--- src/rtl/tta_move_socket.sv ---
module tta_move_socket #(
  parameter logic [8:0] SOCKET_ID   = 9'h0A5,
  parameter int         DATA_W      = 16,
  parameter int         NUM_BUS     = 4,
  parameter bit         OUTPUT_ROLE = 1'b0,
  parameter bit         REGISTERED  = 1'b0
) (
  input  logic                            clk,
  input  logic                            rst_n,
  input  logic [NUM_BUS-1:0][23:0]        ctrl_i,
  input  logic [NUM_BUS-1:0][DATA_W-1:0]  bus_data_i,
  input  logic [DATA_W-1:0]               fu_result_i,
  output logic [DATA_W-1:0]               fu_operand_o,
  output logic [NUM_BUS-1:0][DATA_W-1:0]  bus_drive_o,
  output logic [$clog2(NUM_BUS)-1:0]      sel_o,
  output logic                            en_o,
  output logic [5:0]                      opcode_o,
  output logic                            conflict_o
);
  localparam int SEL_W  = $clog2(NUM_BUS);
  localparam int DST_HI = 23;
  localparam int DST_LO = 15;
  localparam int SRC_HI = 14;
  localparam int SRC_LO = 6;
  localparam int OP_W   = 6;

  // compare stage
  logic [NUM_BUS-1:0] hit;
  logic [SEL_W-1:0]   c_sel;
  logic               c_en;
  logic [OP_W-1:0]    c_op;
  logic               c_conf;

  for (genvar b = 0; b < NUM_BUS; b++) begin : g_cmp
    logic [8:0] field;
    assign field  = OUTPUT_ROLE ? ctrl_i[b][SRC_HI:SRC_LO] : ctrl_i[b][DST_HI:DST_LO];
    assign hit[b] = (field == SOCKET_ID) && (|field);
  end

  always_comb begin
    c_sel = '0;
    for (int b = NUM_BUS - 1; b >= 0; b--)
      if (hit[b]) c_sel = SEL_W'(b);
  end

  assign c_en   = |hit;
  assign c_op   = c_en ? ctrl_i[c_sel][OP_W-1:0] : '0;
  assign c_conf = (hit & (hit - NUM_BUS'(1))) != '0;

  // optional boundary between the stages
  logic [SEL_W-1:0]                s_sel;
  logic                            s_en;
  logic [OP_W-1:0]                 s_op;
  logic                            s_conf;
  logic [NUM_BUS-1:0][DATA_W-1:0]  s_data;
  logic [DATA_W-1:0]               s_res;

  if (REGISTERED) begin : g_mid_reg
    always_ff @(posedge clk or negedge rst_n)
      if (!rst_n) begin
        s_sel  <= '0;
        s_en   <= 1'b0;
        s_op   <= '0;
        s_conf <= 1'b0;
        s_data <= '0;
        s_res  <= '0;
      end else begin
        s_sel  <= c_sel;
        s_en   <= c_en;
        s_op   <= c_op;
        s_conf <= c_conf;
        s_data <= bus_data_i;
        s_res  <= fu_result_i;
      end
  end else begin : g_mid_wire
    assign s_sel  = c_sel;
    assign s_en   = c_en;
    assign s_op   = c_op;
    assign s_conf = c_conf;
    assign s_data = bus_data_i;
    assign s_res  = fu_result_i;
  end

  // steering stage
  logic [DATA_W-1:0]              n_operand;
  logic [NUM_BUS-1:0][DATA_W-1:0] n_drive;

  assign n_operand = (!OUTPUT_ROLE && s_en) ? s_data[s_sel] : '0;

  for (genvar b = 0; b < NUM_BUS; b++) begin : g_demux
    assign n_drive[b] = (OUTPUT_ROLE && s_en && s_sel == SEL_W'(b)) ? s_res : '0;
  end

  if (REGISTERED) begin : g_out_reg
    always_ff @(posedge clk or negedge rst_n)
      if (!rst_n) begin
        fu_operand_o <= '0;
        bus_drive_o  <= '0;
        sel_o        <= '0;
        en_o         <= 1'b0;
        opcode_o     <= '0;
        conflict_o   <= 1'b0;
      end else begin
        fu_operand_o <= n_operand;
        bus_drive_o  <= n_drive;
        sel_o        <= s_sel;
        en_o         <= s_en;
        opcode_o     <= s_op;
        conflict_o   <= s_conf;
      end
  end else begin : g_out_wire
    assign fu_operand_o = n_operand;
    assign bus_drive_o  = n_drive;
    assign sel_o        = s_sel;
    assign en_o         = s_en;
    assign opcode_o     = s_op;
    assign conflict_o   = s_conf;
  end

  // checks
  logic [NUM_BUS-1:0] drv_nz;
  for (genvar b = 0; b < NUM_BUS; b++) begin : g_nz
    assign drv_nz[b] = |bus_drive_o[b];
  end

  assert_lowest_wins_R4: assert property (@(posedge clk) disable iff (!rst_n)
    c_en |-> (hit[c_sel] && ((hit & ((NUM_BUS'(1) << c_sel) - NUM_BUS'(1))) == '0)));

  assert_idle_opcode_R5: assert property (@(posedge clk) disable iff (!rst_n)
    !en_o |-> (opcode_o == '0));

  assert_conflict_has_en_R6: assert property (@(posedge clk) disable iff (!rst_n)
    conflict_o |-> en_o);

  assert_idle_operand_R7: assert property (@(posedge clk) disable iff (!rst_n)
    !en_o |-> (fu_operand_o == '0));

  assert_single_drive_R8: assert property (@(posedge clk) disable iff (!rst_n)
    $onehot0(drv_nz));

  assert_idle_drive_R8: assert property (@(posedge clk) disable iff (!rst_n)
    !en_o |-> (drv_nz == '0));
endmodule

--- config.mk ---
export PLATFORM = sky130hd
export DESIGN_NAME = tta_move_socket
export DESIGN_NICKNAME = d
export VERILOG_FILES = /design/src/rtl/tta_move_socket.sv
export SDC_FILE = /design/constraint.sdc
export NUM_CORES = 1
export LEC_CHECK = 0
export ABC_CLOCK_PERIOD_IN_PS = 1600
export CAP_MARGIN = 40
export CORE_AREA = 2 2 104 106
export DETAILED_ROUTE_END_ITERATION = 10
export DIE_AREA = 0 0 106 108
export PLACE_DENSITY = 0.73
export SLEW_MARGIN = 20
export SYNTH_ARGS = -nofsm -noshare
export SYNTH_HDL_FRONTEND = slang
export SYNTH_SLANG_ARGS = --single-unit
--- constraint.sdc ---
create_clock -name vclk -period 1.6
set_clock_uncertainty 0.15 [all_clocks]
set_input_delay 0.16 -clock vclk [all_inputs]
set_output_delay 0.16 -clock vclk [all_outputs]
set_load 0.02 [all_outputs]
==> metrics.log <==
[metrics] via count of the first global-routing pass: 1913
[metrics] final count of negative-setup-slack endpoints: 25
[metrics] vertical extent of the die: 108 um
[metrics] setup repair after global routing missed its margin: yes
[metrics] # nets final: 528
[metrics] Final Util: 0.3591
[metrics] estimated wirelength of the detail-placed design: 5136 um
[metrics] register area: 0 sq um
[metrics] Critical Path End Type: primary output
[metrics] top-level I/O count: 268
[metrics] type of the most critical hold path: in -> out
[metrics] routed len/inst: 14.10 um
[metrics] Max stage delay on crit path: 260 ps
[metrics] Maximum Capacitance Violations: 0
[metrics] Total Neg Setup Slack: -7163 ps
[metrics] Worst Setup Slack post-DPL: -1158 ps
[metrics] master of the slowest instance on the critical path: sky130_fd_sc_hd__and4b_2
[metrics] warnings from Yosys: 0
[metrics] chip width: 106 um
[metrics] effective utilization at floorplan: 0.1406
[metrics] syn avg cell area: 7.994 sq um
[metrics] violated checks: negative setup slack
[metrics] Final min period: 1966 ps
[metrics] area of the mapped netlist: 1439 sq um
[metrics] worst min-delay path endpoint: en_o
[metrics] max-slew violation count: 0
[metrics] number of placement rows: 37
[metrics] Hold Path Cell Cnt: 6
[metrics] first-pass iteration count of the detailed router: 4
[metrics] Total GRT Usage: 0.1027
[metrics] Fin. Hold Viols: 0
[metrics] starting DRC count in detailed routing: 47
[metrics] wire length of the first global-routing pass: 9425 um
[metrics] Cells after Synth: 180
[metrics] pin count of the biggest net entering global routing: 23
[metrics] startpoint of the most critical hold path: ctrl_i[66]
[metrics] hold bufs inserted after CTS: 0
[metrics] Req. time, crit path: 1290 ps
[metrics] DR vias: 1899
[metrics] Power Density: 156.8 nW/um^2
[metrics] worst vdd rail ir drop: 0.06742 mV
[metrics] Filler Cells Inserted: 990
[metrics] Final Worst Setup Slack: -366.1 ps
[metrics] critical-path maximum fanout: 6
[metrics] category of the most critical setup path: in -> out
[metrics] Leak: 1.493 nW
[metrics] startpoint class of the critical path: input pin
[metrics] area occupied by multi-input gates: 1700 sq um
[metrics] ratio of final minimum period to clock period: 1.229
[metrics] routed via count divided by cell count: 3.924
[metrics] CP arrival: 1660 ps
[metrics] routability congestion estimate from global placement: 0.6527
[metrics] cell chain of the critical path: buf_6 -> and4bb_2 -> and4b_2 -> o21ai_4 -> buf_12 -> mux2i_4 -> a21oi_2 -> buf_4
[metrics] remaining antenna violation count: 0
[metrics] number of distinct standard cells referenced by the synthesized netlist: 29
[metrics] Die Area: 11450 sq um
[metrics] number of clock buffers in the layout: 0
[metrics] Worst Hold Slack: 741.5 ps
[metrics] Seq cells: 0
[metrics] sequential cell area fraction in the yosys report: 0
[metrics] result of the run: finished, violations left
[metrics] total gr overflow: 0
[metrics] number of antenna violations at the first check in global routing: 0
[metrics] count of input and output buffers: 150
[metrics] achievable clock frequency: 0.5086 GHz
[metrics] proportion of layout cells with a drive suffix above 1: 0.4828
[metrics] ANT cells: 0
[metrics] final wirelength: 6822 um
[metrics] DRC violations left: 0
[metrics] Core Region: 10230 sq um
[metrics] Layout Area Growth over Synthesis: 155.3%
[what timing repair did]
action	4_1_cts	5_1_grt
resized for setup	329	30
buffers inserted	11	1
gates cloned	4	1
endpoints found under the setup margin	26	26
pin swaps	39	17
[worst max-delay path, delay by kind of cell]
kind,cells,cell delay [ps]
buffers and inverters,3,440
AO/OA/AOI/OAI,2,320
multiplexers,1,240
AND/OR/NAND/NOR,2,490
[metrics by stage]
stage / area [sq um] / total power, W / cells
finish: 3674 / 0.0005759 / 484
global route: 3674 / 0.0006056 / 484
CTS: 3610 / 0.0005563 / 485
detailed placement: 3136 / 0.0005231 / 470
global placement: 3136 / 0.0005159 / 470
floorplan: 1866 / 0.0003138 / 243
[worst max path at each step]
stage / start / to / slack, ps / depth (start not counted)
global route: ctrl_i[65] / fu_operand_o[10] / -410 / 8
CTS: ctrl_i[93] / fu_operand_o[2] / -420 / 9
finish: ctrl_i[65] / fu_operand_o[10] / -370 / 8
detailed placement: ctrl_i[45] / fu_operand_o[10] / -1160 / 9
global placement: ctrl_i[45] / fu_operand_o[10] / -1130 / 9
floorplan: ctrl_i[69] / fu_operand_o[12] / -80 / 6
[cell type report]
| class | instances | share of cell area |
|---|---|---|
| well taps | 136 | 0.04632 |
| repair buffers | 177 | 0.4884 |
| multi-input cells | 170 | 0.4629 |
| inverters | 1 | 0.002384 |
[where the power goes]
group	switching, W	internal (W)
combinational	0.000265	0.000311
sequential	0	0
clock	0	0
[Yosys cell counts, drive strengths merged]
cell     instances  area share
and2             2       0.010
o21ai           25       0.095
inv              1      0.0026
and3             1      0.0078
a2bb2oi         12       0.073
a22oi           11       0.057
buf             70        0.37
nand4b           4       0.039
clkbuf           3      0.0078
nor2             3       0.017
mux2i           22        0.15
and4bb           4       0.035
nand2            1      0.0026
conb             1      0.0026
nor3b            4       0.028
and4b            3       0.021
a21oi           12       0.068
nand2b           1      0.0096
[metal layers]
| layer | GRT usage | vias to the layer above | share of wire |
|---|---|---|---|
| met5 | 0 | - | 0 |
| met4 | 0.007519 | 0 | 0.021 |
| met3 | 0.01869 | 8 | 0.12 |
| met2 | 0.2309 | 154 | 0.56 |
| met1 | 0.09739 | 859 | 0.30 |
| li1 | - | 878 | - |
[cell usage in the layout, fill, tap and decap left out, drive strengths merged, types with 4 or more instances in the layout]
cell type,netlist,routed
and4bb,4,4
conb,1,64
buf,70,76
clkbuf,3,4
a2bb2oi,12,12
nor3b,4,4
dlygate4sd2,0,8
o21ai,25,25
nand4b,4,4
mux2i,22,22
a21oi,12,12
clkdlybuf4s50,0,88
a22oi,11,11
[kinds of logic (layout without fill, tap and decap cells)]
kind of cell           after synthesis  after routing  share of synthesized area
buffers and inverters               74            178                     0.3817
AO/OA/AOI/OAI                       60             60                     0.2930
AND/OR/NAND/NOR                     23             24                     0.1695
multiplexers                        22             22                     0.1530
other                                1             64                   0.002606
No activity file was read; power rests on OpenSTA's default activity.
